File: config.mk
export PLATFORM = sky130hd
export DESIGN_NAME = adc_byte_reader
export DESIGN_NICKNAME = d
export VERILOG_FILES = /design/src/rtl/adc_rd_pkg.sv /design/src/rtl/adc_rd_count.sv /design/src/rtl/adc_rd_fsm.sv /design/src/rtl/adc_rd_assemble.sv /design/src/rtl/adc_byte_reader.sv
export SDC_FILE = /design/constraint.sdc
export NUM_CORES = 1
export LEC_CHECK = 0
export BUFFER_PORTS_ARGS = -buffer_cell sky130_fd_sc_hd__clkbuf_2
export CORE_AREA = 3 3 61 63
export CTS_CLUSTER_SIZE = 14
export DETAILED_ROUTE_END_ITERATION = 7
export DIE_AREA = 0 0 64 66
export PLACE_DENSITY = 0.83
export SLEW_MARGIN = 10
export SYNTH_ARGS = -nofsm -noshare
export SYNTH_HDL_FRONTEND = slang
export SYNTH_HIERARCHICAL = 1
export SYNTH_SLANG_ARGS = --single-unit
File: constraint.sdc
create_clock -name clk -period 5.7 [get_ports clk]
set_input_delay 0 -clock clk [delete_from_list [all_inputs] [get_ports clk]]
set_output_delay 0 -clock clk [all_outputs]
set_load 0.005 [all_outputs]
File: src/rtl/adc_rd_pkg.sv
package adc_rd_pkg;

    typedef enum logic [2:0] {
        ST_IDLE,
        ST_CONV,
        ST_WAIT_LO,
        ST_WAIT_HI,
        ST_SETUP,
        ST_STROBE
    } rd_state_e;

    typedef struct packed {
        logic conv;
        logic cs_n;
        logic rd_n;
        logic hben;
    } bus_ctl_t;

    typedef struct packed {
        logic [11:0] word;
        logic        bad_fmt;
    } rd_word_t;

    function automatic bus_ctl_t decode_ctl(rd_state_e st, logic hi);
        bus_ctl_t c;
        c.conv = (st == ST_CONV);
        c.cs_n = !((st == ST_SETUP) || (st == ST_STROBE));
        c.rd_n = (st != ST_STROBE);
        c.hben = hi;
        return c;
    endfunction

    function automatic rd_word_t join_bytes(logic [7:0] hi_b, logic [7:0] lo_b);
        rd_word_t w;
        w.word    = {hi_b[3:0], lo_b};
        w.bad_fmt = |hi_b[7:4];
        return w;
    endfunction

    function automatic int max3(int a, int b, int c);
        int m;
        m = (a > b) ? a : b;
        return (m > c) ? m : c;
    endfunction

endpackage

File: src/rtl/adc_rd_count.sv
module adc_rd_count #(
    parameter int W = 8
) (
    input  logic         clk,
    input  logic         rst,
    input  logic         clr,
    output logic [W-1:0] cnt
);
    always_ff @(posedge clk) begin
        if (rst || clr) begin
            cnt <= '0;
        end else if (cnt != {W{1'b1}}) begin
            cnt <= cnt + 1'b1;
        end
    end
endmodule

File: src/rtl/adc_rd_fsm.sv
module adc_rd_fsm
    import adc_rd_pkg::*;
#(
    parameter int CW      = 8,
    parameter int CONV_W  = 2,
    parameter int RD_W    = 3,
    parameter int TMO_CYC = 64
) (
    input  logic          clk,
    input  logic          rst,
    input  logic          start,
    input  logic          busy_n,
    input  logic [CW-1:0] cnt,
    output logic          cnt_clr,
    output bus_ctl_t      ctl,
    output logic          cap_lo,
    output logic          cap_hi,
    output logic          tmo_pulse
);
    localparam logic [CW-1:0] CONV_LAST = CW'(CONV_W - 1);
    localparam logic [CW-1:0] RD_LAST   = CW'(RD_W - 1);
    localparam logic [CW-1:0] TMO_LAST  = CW'(TMO_CYC - 1);

    rd_state_e st_q, st_d;
    logic      hi_q, hi_d;
    logic      tmo_d;

    always_comb begin
        st_d   = st_q;
        hi_d   = hi_q;
        cap_lo = 1'b0;
        cap_hi = 1'b0;
        tmo_d  = 1'b0;
        unique case (st_q)
            ST_IDLE: begin
                hi_d = 1'b0;
                if (start) st_d = ST_CONV;
            end
            ST_CONV: begin
                if (cnt == CONV_LAST) st_d = ST_WAIT_LO;
            end
            ST_WAIT_LO: begin
                if (!busy_n) begin
                    st_d = ST_WAIT_HI;
                end else if (cnt == TMO_LAST) begin
                    st_d  = ST_IDLE;
                    tmo_d = 1'b1;
                end
            end
            ST_WAIT_HI: begin
                if (busy_n) begin
                    st_d = ST_SETUP;
                    hi_d = 1'b0;
                end else if (cnt == TMO_LAST) begin
                    st_d  = ST_IDLE;
                    tmo_d = 1'b1;
                end
            end
            ST_SETUP: begin
                st_d = ST_STROBE;
            end
            ST_STROBE: begin
                if (cnt == RD_LAST) begin
                    if (!hi_q) begin
                        cap_lo = 1'b1;
                        hi_d   = 1'b1;
                        st_d   = ST_SETUP;
                    end else begin
                        cap_hi = 1'b1;
                        hi_d   = 1'b0;
                        st_d   = ST_IDLE;
                    end
                end
            end
            default: st_d = ST_IDLE;
        endcase
    end

    assign cnt_clr = (st_d != st_q) || (st_q == ST_IDLE);
    assign ctl     = decode_ctl(st_q, hi_q);

    always_ff @(posedge clk) begin
        if (rst) begin
            st_q      <= ST_IDLE;
            hi_q      <= 1'b0;
            tmo_pulse <= 1'b0;
        end else begin
            st_q      <= st_d;
            hi_q      <= hi_d;
            tmo_pulse <= tmo_d;
        end
    end
endmodule

File: src/rtl/adc_rd_assemble.sv
module adc_rd_assemble
    import adc_rd_pkg::*;
(
    input  logic        clk,
    input  logic        rst,
    input  logic [7:0]  data_in,
    input  logic        cap_lo,
    input  logic        cap_hi,
    output logic [11:0] result,
    output logic        valid,
    output logic        fmt_err
);
    logic [7:0] lo_q;
    rd_word_t   joined;

    assign joined = join_bytes(data_in, lo_q);

    always_ff @(posedge clk) begin
        if (rst) begin
            lo_q    <= '0;
            result  <= '0;
            valid   <= 1'b0;
            fmt_err <= 1'b0;
        end else begin
            valid <= cap_hi;
            if (cap_lo) lo_q <= data_in;
            if (cap_hi) begin
                result  <= joined.word;
                fmt_err <= fmt_err | joined.bad_fmt;
            end
        end
    end
endmodule

File: src/rtl/adc_byte_reader.sv
module adc_byte_reader
    import adc_rd_pkg::*;
#(
    parameter int CONV_W  = 2,
    parameter int RD_W    = 3,
    parameter int TMO_CYC = 64
) (
    input  logic        clk,
    input  logic        rst,
    input  logic        start,
    input  logic        busy_n,
    input  logic [7:0]  data_in,
    output logic        conv_start,
    output logic        cs_n,
    output logic        rd_n,
    output logic        hben,
    output logic [11:0] result,
    output logic        valid,
    output logic        fmt_err,
    output logic        tmo_err
);
    localparam int RD_EFF   = (RD_W < 2) ? 2 : RD_W;
    localparam int CONV_EFF = (CONV_W < 1) ? 1 : CONV_W;
    localparam int TMO_EFF  = (TMO_CYC < 2) ? 2 : TMO_CYC;
    localparam int CW       = $clog2(max3(CONV_EFF, RD_EFF, TMO_EFF) + 1);

    logic [CW-1:0] cnt;
    logic          cnt_clr;
    logic          cap_lo, cap_hi;
    bus_ctl_t      ctl;

    adc_rd_count #(.W(CW)) u_cnt (
        .clk (clk),
        .rst (rst),
        .clr (cnt_clr),
        .cnt (cnt)
    );

    adc_rd_fsm #(
        .CW      (CW),
        .CONV_W  (CONV_EFF),
        .RD_W    (RD_EFF),
        .TMO_CYC (TMO_EFF)
    ) u_fsm (
        .clk       (clk),
        .rst       (rst),
        .start     (start),
        .busy_n    (busy_n),
        .cnt       (cnt),
        .cnt_clr   (cnt_clr),
        .ctl       (ctl),
        .cap_lo    (cap_lo),
        .cap_hi    (cap_hi),
        .tmo_pulse (tmo_err)
    );

    adc_rd_assemble u_asm (
        .clk     (clk),
        .rst     (rst),
        .data_in (data_in),
        .cap_lo  (cap_lo),
        .cap_hi  (cap_hi),
        .result  (result),
        .valid   (valid),
        .fmt_err (fmt_err)
    );

    assign conv_start = ctl.conv;
    assign cs_n       = ctl.cs_n;
    assign rd_n       = ctl.rd_n;
    assign hben       = ctl.hben;
endmodule

==> results of run 1 <==
## worst min path at each step
stage / from / to / slack (ps)
5_1_grt: busy_n / u_fsm/tmo_pulse$_SDFF_PP0_ / 40
6_report: busy_n / u_fsm/tmo_pulse$_SDFF_PP0_ / 40
3_3_place_gp: data_in[2] / u_asm/lo_q[2]$_SDFFE_PP0P_ / 260
3_5_place_dp: data_in[2] / u_asm/lo_q[2]$_SDFFE_PP0P_ / 260
4_1_cts: busy_n / u_fsm/tmo_pulse$_SDFF_PP0_ / 20
2_1_floorplan: rst / u_fsm/st_q[1]$_SDFF_PP0_ / 60
## power breakdown
part	internal (mW)	leakage, nW	switching [mW]	total (mW)
combinational	0.0174	0.365	0.0161	0.0334
sequential	0.239	0.274	0.00454	0.244
clock	0.0443	0.0308	0.0781	0.122
## flip-flops by register name, indices dropped and copies added (netlist names)
signal and flops:
u_fsm/hi_q 1, u_cnt/cnt 7, u_fsm/tmo_pulse 1, u_asm/fmt_err 1, u_asm/lo_q 8, u_fsm/st_q 3, u_asm/result 12, u_asm/valid 1
## worst register-to-register path, cell delays in order, from the launching register on
cell,delay (ps)
sky130_fd_sc_hd__dfxtp_1,370
sky130_fd_sc_hd__or4_4,600
sky130_fd_sc_hd__nor4_2,220
sky130_fd_sc_hd__nor2b_1,750
sky130_fd_sc_hd__mux2i_1,280
sky130_fd_sc_hd__nor2_1,60
## cell families (layout without fill, tap and decap cells)
logic type,after synthesis,after routing,share of synthesized area
mux,20,20,0.126
buf+inv,9,46,0.0496
fa+ha+maj,1,1,0.00787
flops,34,34,0.428
compound gates,31,31,0.142
xor+xnor,2,2,0.0110
simple gates,65,65,0.236
## timing repair
item | CTS | global route
endpoints found under the hold margin | 13 | 0
hold buffers | 8 | 0
gates resized for setup | 0 | 0
setup buffers | 0 | 0
## layout by cell type (no fill, tap or decap), types with 3 or more instances in the layout
master and instances:
sky130_fd_sc_hd__nand3_1 5, sky130_fd_sc_hd__nor2b_1 4, sky130_fd_sc_hd__a21oi_1 7, sky130_fd_sc_hd__mux2i_1 20, sky130_fd_sc_hd__nand2_1 3, sky130_fd_sc_hd__nor2_1 27
sky130_fd_sc_hd__nor3_1 4, sky130_fd_sc_hd__dlygate4sd3_1 8, sky130_fd_sc_hd__o21ai_0 5, sky130_fd_sc_hd__clkbuf_4 5, sky130_fd_sc_hd__clkbuf_2 30, sky130_fd_sc_hd__nand2b_1 3
sky130_fd_sc_hd__dfxtp_1 34, sky130_fd_sc_hd__a31oi_1 5
## layout make-up
class / count / area (um^2) / share of cell area
well taps: 46 / 57.6 / 0.0311
inverters: 1 / 3.75 / 0.00203
repair buffers: 38 / 230 / 0.124
flip-flops and latches: 34 / 681 / 0.368
multi-input cells: 119 / 831 / 0.449
clock inverters: 2 / 10.0 / 0.00541
clock buffers: 5 / 37.5 / 0.0203
## through the flow
step	hold slack, ps	worst slack, ps	std cells	cell area [um^2]
after floorplan	64.6	3770	162	1590
after global placement	261	3370	230	1720
after detailed placement	264	3320	230	1720
after CTS	19.9	3290	245	1850
after global routing	44.7	3080	245	1850
final	43.6	3310	245	1850
## layer usage
layer,vias up,global-route usage,share of wire
li1,655,-,-
met1,574,0.194,0.47
met2,47,0.276,0.45
met3,6,0.0374,0.063
met4,0,0.0889,0.016
met5,-,0,0
==> metrics.txt, run 1 <==
# TYPE chip_impl_metric gauge
chip_impl_metric{name="share_of_yosys_cell_area_claimed_by_the_top_area_cell_type",unit=""} 0.428
chip_impl_metric{name="wl",unit="um"} 3170
chip_impl_metric{name="synthesis.area_per_instance",unit="um^2"} 9.82
chip_impl_metric{name="vdd_ir_drop_max",unit="mV"} 0.0949
chip_impl_metric{name="ctsLongestPathBuffers",unit=""} 2
chip_impl_metric{name="synth_cell_types",unit=""} 44
chip_impl_metric{name="core",unit="mm^2"} 0.00328
chip_impl_metric{name="finalCriticalPeriod",unit="ps"} 2390
chip_impl_metric{name="num-nets-final",unit=""} 212
chip_impl_metric{name="syn2layout_area_growth",unit="%"} 16.4
chip_impl_metric{name="wl_per_cell",unit="um"} 12.9
chip_impl_metric{name="finish.utilization",unit=""} 0.563
chip_impl_metric{name="leakagePower",unit="nW"} 0.670
chip_impl_metric{name="placement_rows",unit=""} 21
chip_impl_info{name="path_class",value="reg2reg"} 1
chip_impl_metric{name="drv.max_cap_violation_count",unit=""} 0
chip_impl_metric{name="synthesis.area",unit="mm^2"} 0.00159
chip_impl_info{name="dominantRegCellSynth",value="sky130_fd_sc_hd__dfxtp_1"} 1
chip_impl_metric{name="synth_fp_nets",unit=""} 175
chip_impl_metric{name="timing.reg2reg.worst_path_depth",unit=""} 5
chip_impl_metric{name="synth_enable_flop_cells",unit=""} 0
chip_impl_info{name="clock_tree.root_cell",value="sky130_fd_sc_hd__clkbuf_4"} 1
chip_impl_metric{name="skew",unit="ps"} 2.60
chip_impl_metric{name="route.antenna.remaining_nets",unit=""} 0
chip_impl_metric{name="diodes",unit=""} 0
chip_impl_metric{name="cells_after_synth",unit=""} 162
chip_impl_metric{name="min_path_cells",unit=""} 3
chip_impl_info{name="critical_path.reg2reg.endpoint",value="u_asm/lo_q[7]$_SDFFE_PP0P_"} 1
chip_impl_info{name="worstReg2RegStart",value="u_cnt/cnt[5]$_SDFFE_PP0P_"} 1
chip_impl_info{name="crit_slowest_cell",value="sky130_fd_sc_hd__nor2b_1"} 1
chip_impl_metric{name="cts_htree_levels",unit=""} 2
chip_impl_metric{name="worstPathBufferInverterCount",unit=""} 0
chip_impl_metric{name="maxSlewHeadroom",unit=""} 0.414
chip_impl_metric{name="timing.critical_path.fanout_max",unit=""} 8
chip_impl_info{name="timing.hold.worst.class",value="in2reg"} 1
chip_impl_info{name="setup.worst_path.end",value="u_asm/lo_q[7]$_SDFFE_PP0P_"} 1
chip_impl_info{name="cp-startpoint",value="u_cnt/cnt[5]$_SDFFE_PP0P_"} 1
chip_impl_metric{name="layout-drive-gt1-share",unit=""} 0.251
chip_impl_info{name="tritoncts_clock_tree",value="done"} 1
chip_impl_info{name="cp-start-kind",value="flip-flop"} 1
chip_impl_metric{name="synth-async-reset-ratio",unit=""} 0
chip_impl_metric{name="floorplan.die.width",unit="um"} 64
chip_impl_metric{name="num-fill-cells",unit=""} 280
chip_impl_metric{name="fin_crit_sh",unit=""} 0.419
chip_impl_metric{name="pin_count_of_the_biggest_net_entering_global_routing",unit=""} 30
chip_impl_metric{name="top_level_ports",unit=""} 31
chip_impl_info{name="post_synth_most_frequent_cells",value="sky130_fd_sc_hd__dfxtp_1, sky130_fd_sc_hd__nor2_1, sky130_fd_sc_hd__mux2i_1"} 1
chip_impl_metric{name="report.final.slew_viol_count",unit=""} 0
chip_impl_metric{name="critPathMaxStageDelay",unit="ps"} 750
chip_impl_metric{name="crit_arrival",unit="ps"} 2600
chip_impl_metric{name="clk-insertion-delay-late",unit="ps"} 330
chip_impl_metric{name="clock_transition_at_path_regs",unit="ps"} 100
chip_impl_metric{name="total_die_area",unit="mm^2"} 0.00422
chip_impl_metric{name="gr-usage-all-layers",unit=""} 0.165
chip_impl_info{name="synth_area_leaders",value="sky130_fd_sc_hd__dfxtp_1, sky130_fd_sc_hd__mux2i_1, sky130_fd_sc_hd__nor2_1"} 1
chip_impl_metric{name="tritoncts_num_sinks",unit=""} 34
chip_impl_metric{name="final.setup.tns",unit="ps"} 0
chip_impl_metric{name="cts_inserted_buffers",unit=""} 5
chip_impl_metric{name="final-hold-violation-count",unit=""} 0
chip_impl_metric{name="via_count_of_the_first_global_routing_pass",unit=""} 1262
chip_impl_metric{name="die_height",unit="um"} 66
chip_impl_info{name="grt_setup_unrepaired",value="no"} 1
chip_impl_metric{name="detail_route.vias_per_cell",unit=""} 5.23
chip_impl_metric{name="drt_pre_antenna_iters",unit=""} 4
chip_impl_metric{name="final_setup_violation_count",unit=""} 0
chip_impl_metric{name="power_per_cell_area",unit="mW/mm^2"} 216
chip_impl_metric{name="path_depth",unit=""} 5
chip_impl_metric{name="grt_pass1_wl",unit="um"} 5440
chip_impl_metric{name="design_power_total",unit="uW"} 399
chip_impl_metric{name="synth-seq-cells",unit=""} 34
chip_impl_info{name="crit_path_end_kind",value="flip-flop"} 1
chip_impl_info{name="crit_family",value="simple AND/OR/NAND/NOR gates"} 1
chip_impl_metric{name="route.vias.total",unit=""} 1282
chip_impl_info{name="cells_along_the_critical_path",value="or4_4 -> nor4_2 -> nor2b_1 -> mux2i_1 -> nor2_1"} 1
chip_impl_metric{name="tightest_slew",unit="ps"} 878
chip_impl_metric{name="rrSetupSlack",unit="ps"} 3310
chip_impl_metric{name="port_buffers",unit=""} 30
chip_impl_metric{name="route.detailed.drc",unit=""} 0
chip_impl_metric{name="place_hpwl",unit="um"} 2100
chip_impl_metric{name="grt_antenna_before_repair",unit=""} 0
chip_impl_info{name="yosys.cell_count.top_type",value="sky130_fd_sc_hd__dfxtp_1"} 1
chip_impl_metric{name="initial_utilization",unit=""} 0.484
chip_impl_metric{name="gpl.final_weighted_congestion",unit=""} 0.824
chip_impl_metric{name="drt_first_iter_violations",unit=""} 50
chip_impl_metric{name="yosysWarningCount",unit=""} 6
chip_impl_info{name="run_status",value="finished, final reports clean"} 1
chip_impl_metric{name="max_clock_freq",unit="MHz"} 418
chip_impl_metric{name="critical_path_required",unit="ps"} 5910
chip_impl_metric{name="synth_seq_area_share",unit=""} 0.428
chip_impl_metric{name="globalRoute.totalOverflow",unit=""} 0
chip_impl_info{name="yosys.area.top_type",value="sky130_fd_sc_hd__dfxtp_1"} 1
Note: power is estimated with default switching activity, not from simulation.
==> run 2, diff against run 1 <==
--- a/config.mk
+++ b/config.mk
@@ -6,11 +6,11 @@
 export NUM_CORES = 1
 export LEC_CHECK = 0
 export BUFFER_PORTS_ARGS = -buffer_cell sky130_fd_sc_hd__clkbuf_2
-export CORE_AREA = 3 3 61 63
+export CORE_AREA = 3 3 62 64
 export CTS_CLUSTER_SIZE = 14
 export DETAILED_ROUTE_END_ITERATION = 7
-export DIE_AREA = 0 0 64 66
-export PLACE_DENSITY = 0.83
+export DIE_AREA = 0 0 65 67
+export PLACE_DENSITY = 0.84
 export SLEW_MARGIN = 10
 export SYNTH_ARGS = -nofsm -noshare
 export SYNTH_HDL_FRONTEND = slang
==> constraint.sdc (replaced) <==
create_clock -name clk -period 2 [get_ports clk]
set_input_delay 0 -clock clk [delete_from_list [all_inputs] [get_ports clk]]
set_output_delay 0 -clock clk [all_outputs]
set_load 0.005 [all_outputs]
==> run 2 against run 1 <==
  * Core utilization grew 3.3 points
  * First-iteration DRC count grew 48%
  * Maximum frequency grew 23%
  * Final area grew 7.5%
  * Clock skew grew 2.9 ps
  * Non-clock buffer count grew 11
  * Highest routed layer unchanged
==> metrics.txt, run 2 (synthesis gave the netlist of run 1 again) <==
# TYPE chip_impl_metric gauge
chip_impl_metric{name="multi_input_comb_area",unit="um^2"} 865
chip_impl_metric{name="worstPathBufferInverterCount",unit=""} 0
chip_impl_metric{name="total_die_area",unit="mm^2"} 0.00436
chip_impl_info{name="registers.top_by_ff_count",value="u_asm/result"} 1
chip_impl_metric{name="report.final.slew_viol_count",unit=""} 0
chip_impl_metric{name="seqCellArea",unit="um^2"} 683
chip_impl_metric{name="port_buffers",unit=""} 30
chip_impl_metric{name="tritoncts_num_sinks",unit=""} 34
chip_impl_metric{name="core",unit="mm^2"} 0.00334
chip_impl_metric{name="design_power_total",unit="mW"} 1.15
chip_impl_metric{name="grt_pass1_wl",unit="um"} 5620
chip_impl_metric{name="leakagePower",unit="nW"} 0.736
chip_impl_metric{name="route.detailed.drc",unit=""} 0
chip_impl_metric{name="gr-usage-all-layers",unit=""} 0.168
chip_impl_info{name="top_library_cells_by_usage_in_the_layout_fill_and_taps_aside",value="sky130_fd_sc_hd__dfxtp_1, sky130_fd_sc_hd__clkbuf_2, sky130_fd_sc_hd__nor2_1"} 1
chip_impl_metric{name="clk-insertion-delay-late",unit="ps"} 330
chip_impl_metric{name="floorplan.die.width",unit="um"} 65
chip_impl_metric{name="cts_inserted_buffers",unit=""} 5
chip_impl_metric{name="drt_pre_antenna_iters",unit=""} 4
chip_impl_metric{name="cts_htree_levels",unit=""} 2
chip_impl_metric{name="critPathMaxStageDelay",unit="ps"} 600
chip_impl_metric{name="maxSlewHeadroom",unit=""} 0.576
chip_impl_metric{name="wl",unit="um"} 3530
chip_impl_metric{name="power.share.sequential",unit=""} 0.603
chip_impl_info{name="crit_family",value="simple AND/OR/NAND/NOR gates"} 1
chip_impl_metric{name="crit_arrival",unit="ps"} 2180
chip_impl_info{name="cells_along_the_critical_path",value="or4_4 -> nor4b_4 -> nor3_1 -> o32ai_2 -> nor2_2 -> and3b_1"} 1
chip_impl_info{name="crit_slowest_cell",value="sky130_fd_sc_hd__or4_4"} 1
chip_impl_metric{name="layout-drive-gt1-share",unit=""} 0.319
chip_impl_metric{name="placement_rows",unit=""} 21
chip_impl_info{name="crit_path_end_kind",value="flip-flop"} 1
chip_impl_metric{name="via_count_of_the_first_global_routing_pass",unit=""} 1282
chip_impl_metric{name="globalRoute.totalOverflow",unit=""} 0
chip_impl_metric{name="place_hpwl",unit="um"} 2370
chip_impl_metric{name="skew",unit="ps"} 5.49
chip_impl_metric{name="internal-power",unit="uW"} 866
chip_impl_metric{name="finish.utilization",unit=""} 0.596
chip_impl_metric{name="syn2layout_area_growth",unit="%"} 25.1
chip_impl_metric{name="diodes",unit=""} 0
chip_impl_info{name="timing.hold.worst.class",value="in2reg"} 1
chip_impl_metric{name="num-nets-final",unit=""} 223
chip_impl_metric{name="vdd_ir_drop_max",unit="mV"} 0.284
chip_impl_metric{name="top_level_ports",unit=""} 31
chip_impl_metric{name="ctsLongestPathBuffers",unit=""} 2
chip_impl_info{name="run_status",value="finished, final reports clean"} 1
chip_impl_metric{name="route.antenna.remaining_nets",unit=""} 0
chip_impl_metric{name="num-fill-cells",unit=""} 297
chip_impl_metric{name="critical_path_required",unit="ps"} 2240
chip_impl_info{name="path_class",value="reg2reg"} 1
chip_impl_metric{name="grt_antenna_before_repair",unit=""} 0
chip_impl_metric{name="drt_first_iter_violations",unit=""} 74
chip_impl_metric{name="wl_per_cell",unit="um"} 13.8
chip_impl_info{name="clock_tree.root_cell",value="sky130_fd_sc_hd__clkbuf_4"} 1
chip_impl_metric{name="dp_cells",unit=""} 241
chip_impl_metric{name="swShare",unit=""} 0.245
chip_impl_info{name="mostFrequentLayoutCell",value="sky130_fd_sc_hd__dfxtp_1"} 1
chip_impl_info{name="biggestRegsByFlops",value="u_asm/result x12, u_asm/lo_q x8, u_cnt/cnt x7"} 1
chip_impl_metric{name="detail_route.vias_per_cell",unit=""} 5.39
chip_impl_metric{name="net-switching-power",unit="uW"} 280
chip_impl_metric{name="post_dp_cell_area",unit="mm^2"} 0.00182
chip_impl_metric{name="count_of_non_filler_cells_in_the_finished_layout",unit=""} 256
chip_impl_metric{name="route.vias.total",unit=""} 1379
chip_impl_metric{name="post_cts_buffers",unit=""} 0
chip_impl_metric{name="fin_crit_sh",unit=""} 0.970
chip_impl_info{name="tritoncts_clock_tree",value="done"} 1
chip_impl_metric{name="die_height",unit="um"} 67
chip_impl_metric{name="drv.max_cap_violation_count",unit=""} 0
chip_impl_info{name="grt_setup_unrepaired",value="yes"} 1
chip_impl_metric{name="final-hold-violation-count",unit=""} 0
chip_impl_metric{name="timing.critical_path.fanout_max",unit=""} 5
chip_impl_metric{name="clock_transition_at_path_regs",unit="ps"} 100
chip_impl_metric{name="power_per_cell_area",unit="mW/mm^2"} 576
chip_impl_metric{name="final_setup_violation_count",unit=""} 0
chip_impl_info{name="cp-start-kind",value="flip-flop"} 1
chip_impl_metric{name="initial_utilization",unit=""} 0.477
chip_impl_metric{name="clock_power_share",unit=""} 0.299
chip_impl_metric{name="finalCriticalPeriod",unit="ps"} 1940
chip_impl_metric{name="pin_count_of_the_biggest_net_entering_global_routing",unit=""} 30
chip_impl_metric{name="max_clock_freq",unit="MHz"} 515
chip_impl_metric{name="tightest_slew",unit="ps"} 637
chip_impl_metric{name="largest_register_ff_count",unit=""} 12
chip_impl_metric{name="stdcell_area",unit="mm^2"} 0.00199
chip_impl_metric{name="comb_power_share",unit=""} 0.097
chip_impl_metric{name="hold_ws",unit="ps"} 17.4
chip_impl_metric{name="gpl.final_weighted_congestion",unit=""} 0.857
run 2: changes by cell type in the layout (fill, tap and decap cells not counted), moves of 2 or more:
cell and delta:
sky130_fd_sc_hd__o21ai_1 +3, sky130_fd_sc_hd__buf_4 +9, sky130_fd_sc_hd__o21ai_0 -3, sky130_fd_sc_hd__dfxtp_2 +2, sky130_fd_sc_hd__dfxtp_1 -2
run 2: timing repair:
item	CTS	global route
hold buffers	8	0
hold endpoints to repair	13	0
pin swaps	0	1
endpoints found under the setup margin	1	24
gates resized for setup	1	13
run 2: power by group through the flow:
stage	clock, mW	sequential [mW]	combinational, mW
3_5_place_dp	0	0.707	0.0960
2_1_floorplan	0	0.702	0.0640
4_1_cts	0.355	0.691	0.110
5_1_grt	0.387	0.693	0.122
6_report	0.343	0.692	0.112
3_3_place_gp	0	0.707	0.0946
run 2: per-stage QoR:
step,TNS (ps),worst slack (ps)
after global routing,-168,-38.9
after CTS,0,25.5
after global placement,0,110
final,0,59.4
after detailed placement,0,6.69
after floorplan,0,66.2
run 2: worst paths after layout:
path                               from                          to  slack, ps  cells past startpoint
max           u_cnt/cnt[5]$_SDFFE_PP0P_   u_cnt/cnt[0]$_SDFFE_PP0P_         60                      6
min                              busy_n  u_fsm/tmo_pulse$_SDFF_PP0_         20                      3
max reg2reg   u_cnt/cnt[5]$_SDFFE_PP0P_   u_cnt/cnt[0]$_SDFFE_PP0P_         60                      6
min reg2reg  u_asm/fmt_err$_SDFFE_PP0P_  u_asm/fmt_err$_SDFFE_PP0P_        450                      2
run 2: final cells by class:
class | count | share of cell area
Tap cell | 46 | 0.0289
Clock buffer | 5 | 0.0189
Timing Repair Buffer | 49 | 0.167
Inverter | 1 | 0.00189
Multi-Input combinational cell | 119 | 0.435
Sequential cell | 34 | 0.343
Clock inverter | 2 | 0.00503
run 2: per-layer routing:
metal	vias to the layer above	track usage	share of wire
met3	10	0.0354	0.037
met4	0	0.0950	0.025
met5	-	0	0
met1	656	0.195	0.42
met2	34	0.287	0.52
li1	679	-	-
run 2: tightest hold or removal path: stages:
cell and delay, ps:
sky130_fd_sc_hd__clkbuf_2 140, sky130_fd_sc_hd__xnor2_1 130, sky130_fd_sc_hd__nor4b_1 40
==> run 3, diff against run 2 <==
--- a/config.mk
+++ b/config.mk
@@ -6,11 +6,12 @@
 export NUM_CORES = 1
 export LEC_CHECK = 0
 export BUFFER_PORTS_ARGS = -buffer_cell sky130_fd_sc_hd__clkbuf_2
-export CORE_AREA = 3 3 62 64
+export CORE_AREA = 3 3 61 63
 export CTS_CLUSTER_SIZE = 14
 export DETAILED_ROUTE_END_ITERATION = 7
-export DIE_AREA = 0 0 65 67
-export PLACE_DENSITY = 0.84
+export DIE_AREA = 0 0 64 66
+export PLACE_DENSITY = 0.83
+export SETUP_SLACK_MARGIN = 0.5
 export SLEW_MARGIN = 10
 export SYNTH_ARGS = -nofsm -noshare
 export SYNTH_HDL_FRONTEND = slang
==> constraint.sdc (replaced) <==
create_clock -name clk -period 2.1 [get_ports clk]
set_input_delay 0 -clock clk [delete_from_list [all_inputs] [get_ports clk]]
set_output_delay 0 -clock clk [all_outputs]
set_load 0.005 [all_outputs]
==> run 3 against run 2 <==
  * Largest cell class unchanged
  * First-iteration DRC count is 77% higher
  * Via count is 1.2% lower
  * Global-route usage is 1.4 points higher
  * Final cell count is 0.78% higher
  * Wire length hardly changed
  * Sequential power is 5.5% lower
  * Count of clock-buffer cells in the layout is 1 higher
  * Clock power is 82% higher
  * Core utilization is 2.7 points higher
==> metrics.txt, run 3 (synthesis gave the netlist of run 1 again) <==
# TYPE chip_impl_metric gauge
chip_impl_info{name="run_status",value="finished, final reports clean"} 1
chip_impl_metric{name="core",unit="mm^2"} 0.00328
chip_impl_metric{name="port_buffers",unit=""} 30
chip_impl_info{name="biggestRegsByFlops",value="u_asm/result x12, u_asm/lo_q x8, u_cnt/cnt x7"} 1
chip_impl_info{name="crit_path_end_kind",value="flip-flop"} 1
chip_impl_metric{name="power_per_cell_area",unit="mW/mm^2"} 682
chip_impl_info{name="cp-start-kind",value="flip-flop"} 1
chip_impl_metric{name="die_height",unit="um"} 66
chip_impl_metric{name="tritoncts_num_sinks",unit=""} 34
chip_impl_metric{name="syn2layout_area_growth",unit="%"} 28.7
chip_impl_metric{name="drt_pre_antenna_iters",unit=""} 4
chip_impl_metric{name="finalCriticalPeriod",unit="ps"} 2030
chip_impl_metric{name="timing.critical_path.fanout_max",unit=""} 5
chip_impl_metric{name="cts_inserted_buffers",unit=""} 5
chip_impl_metric{name="grt_pass1_wl",unit="um"} 5950
chip_impl_metric{name="detail_route.vias_per_cell",unit=""} 5.28
chip_impl_metric{name="placement_rows",unit=""} 21
chip_impl_metric{name="grt_antenna_before_repair",unit=""} 0
chip_impl_info{name="tritoncts_clock_tree",value="done"} 1
chip_impl_metric{name="initial_utilization",unit=""} 0.484
chip_impl_info{name="path_class",value="reg2reg"} 1
chip_impl_metric{name="pin_count_of_the_biggest_net_entering_global_routing",unit=""} 30
chip_impl_metric{name="wl_per_cell",unit="um"} 13.7
chip_impl_metric{name="gpl.final_weighted_congestion",unit=""} 0.983
chip_impl_metric{name="route.detailed.drc",unit=""} 0
chip_impl_metric{name="report.final.slew_viol_count",unit=""} 0
chip_impl_metric{name="leakagePower",unit="nW"} 0.776
chip_impl_metric{name="final-hold-violation-count",unit=""} 0
chip_impl_metric{name="swShare",unit=""} 0.204
chip_impl_info{name="timing.hold.worst.class",value="in2reg"} 1
chip_impl_metric{name="fin_crit_sh",unit=""} 0.964
chip_impl_metric{name="clock_power_share",unit=""} 0.447
chip_impl_metric{name="layout-drive-gt1-share",unit=""} 0.335
chip_impl_metric{name="skew",unit="ps"} 9.92
chip_impl_metric{name="top_level_ports",unit=""} 31
chip_impl_metric{name="comb_power_share",unit=""} 0.085
chip_impl_metric{name="globalRoute.totalOverflow",unit=""} 0
chip_impl_metric{name="gr-usage-all-layers",unit=""} 0.183
chip_impl_metric{name="final.setup.tns",unit="ps"} 0
chip_impl_metric{name="tightest_slew",unit="ps"} 614
chip_impl_metric{name="place_hpwl",unit="um"} 2230
chip_impl_metric{name="route.antenna.remaining_nets",unit=""} 0
chip_impl_metric{name="diodes",unit=""} 0
chip_impl_metric{name="max_clock_freq",unit="MHz"} 494
chip_impl_info{name="top_library_cells_by_usage_in_the_layout_fill_and_taps_aside",value="sky130_fd_sc_hd__dfxtp_1, sky130_fd_sc_hd__clkbuf_2, sky130_fd_sc_hd__nor2_1"} 1
chip_impl_metric{name="rrSetupSlack",unit="ps"} 70
chip_impl_metric{name="vdd_ir_drop_max",unit="mV"} 0.489
chip_impl_metric{name="clk-insertion-delay-late",unit="ps"} 340
chip_impl_metric{name="total_die_area",unit="mm^2"} 0.00422
chip_impl_metric{name="design_power_total",unit="mW"} 1.40
chip_impl_info{name="grt_setup_unrepaired",value="yes"} 1
chip_impl_metric{name="drv.max_cap_violation_count",unit=""} 0
chip_impl_metric{name="internal-power",unit="mW"} 1.11
chip_impl_metric{name="num-nets-final",unit=""} 224
chip_impl_metric{name="crit_arrival",unit="ps"} 2260
chip_impl_metric{name="largest_register_ff_count",unit=""} 12
chip_impl_info{name="registers.top_by_ff_count",value="u_asm/result"} 1
chip_impl_metric{name="floorplan.die.width",unit="um"} 64
chip_impl_metric{name="final_setup_violation_count",unit=""} 0
chip_impl_metric{name="drt_first_iter_violations",unit=""} 131
chip_impl_info{name="clock_tree.root_cell",value="sky130_fd_sc_hd__clkbuf_4"} 1
chip_impl_metric{name="cts_htree_levels",unit=""} 2
chip_impl_metric{name="ctsLongestPathBuffers",unit=""} 2
chip_impl_metric{name="via_count_of_the_first_global_routing_pass",unit=""} 1306
chip_impl_metric{name="power.share.sequential",unit=""} 0.468
chip_impl_metric{name="route.vias.total",unit=""} 1362
chip_impl_info{name="mostFrequentLayoutCell",value="sky130_fd_sc_hd__dfxtp_1"} 1
chip_impl_metric{name="clock_transition_at_path_regs",unit="ps"} 110
chip_impl_metric{name="net-switching-power",unit="uW"} 285
chip_impl_metric{name="wl",unit="um"} 3540
chip_impl_metric{name="maxSlewHeadroom",unit=""} 0.591
chip_impl_metric{name="num-fill-cells",unit=""} 276
chip_impl_metric{name="critical_path_required",unit="ps"} 2340
[run 3: worst max-delay path: stages (launching register included)]
cell and delay [ps]:
sky130_fd_sc_hd__dfxtp_2 340, sky130_fd_sc_hd__or4_4 590, sky130_fd_sc_hd__nor4b_4 280, sky130_fd_sc_hd__nor3_2 80, sky130_fd_sc_hd__o32ai_2 340, sky130_fd_sc_hd__nor2_2 100, sky130_fd_sc_hd__and3b_1 200
[run 3: worst paths after layout]
path	from	to	cells past startpoint
worst max-delay path	u_cnt/cnt[4]$_SDFFE_PP0P_	u_cnt/cnt[0]$_SDFFE_PP0P_	6
worst min-delay path	busy_n	u_fsm/tmo_pulse$_SDFF_PP0_	3
worst max register to register	u_cnt/cnt[4]$_SDFFE_PP0P_	u_cnt/cnt[0]$_SDFFE_PP0P_	6
worst min register to register	u_asm/fmt_err$_SDFFE_PP0P_	u_asm/fmt_err$_SDFFE_PP0P_	2
[run 3: layer usage]
| layer | GRT usage | up-vias | share of wire |
|---|---|---|---|
| li1 | - | 689 | - |
| met1 | 0.224 | 612 | 0.45 |
| met2 | 0.292 | 55 | 0.47 |
| met3 | 0.0510 | 6 | 0.068 |
| met4 | 0.0943 | 0 | 0.018 |
| met5 | 0 | - | 0 |
[run 3: power by group through the flow]
stage,logic (mW),registers (mW),clock network [mW]
after global placement,0.0949,0.669,0
final,0.118,0.654,0.624
after detailed placement,0.0960,0.670,0
after floorplan,0.0625,0.669,0
after CTS,0.114,0.655,0.638
after global routing,0.128,0.655,0.670
[run 3: final cells by class]
type / instances / area [um^2] / area share
Timing Repair Buffer: 50 / 333 / 0.163
Inverter: 1 / 3.75 / 0.00183
Tap cell: 46 / 57.6 / 0.0281
Sequential cell: 34 / 687 / 0.336
Clock inverter: 2 / 60.1 / 0.0293
Clock buffer: 6 / 51.3 / 0.0251
Multi-Input combinational cell: 119 / 855 / 0.417
[run 3: metrics by stage]
stage	utilization	hold slack [ps]	setup slack, ps	instance area (um^2)	instances
floorplan	-	64.6	181	1600	162
global placement	0.554	259	147	1820	240
detailed placement	0.554	266	115	1820	240
CTS	0.620	3.74	128	2040	257
global route	0.623	11.1	5.65	2050	258
finish	0.623	18.7	74.7	2050	258
[run 3: what timing repair did]
| action | 4_1_cts | 5_1_grt |
|---|---|---|
| hold endpoints to repair | 13 | 0 |
| hold buffers | 8 | 0 |
| pin swaps | 7 | 3 |
| gates resized for setup | 4 | 4 |
| buffers inserted | 1 | 1 |
| setup endpoints to repair | 30 | 32 |
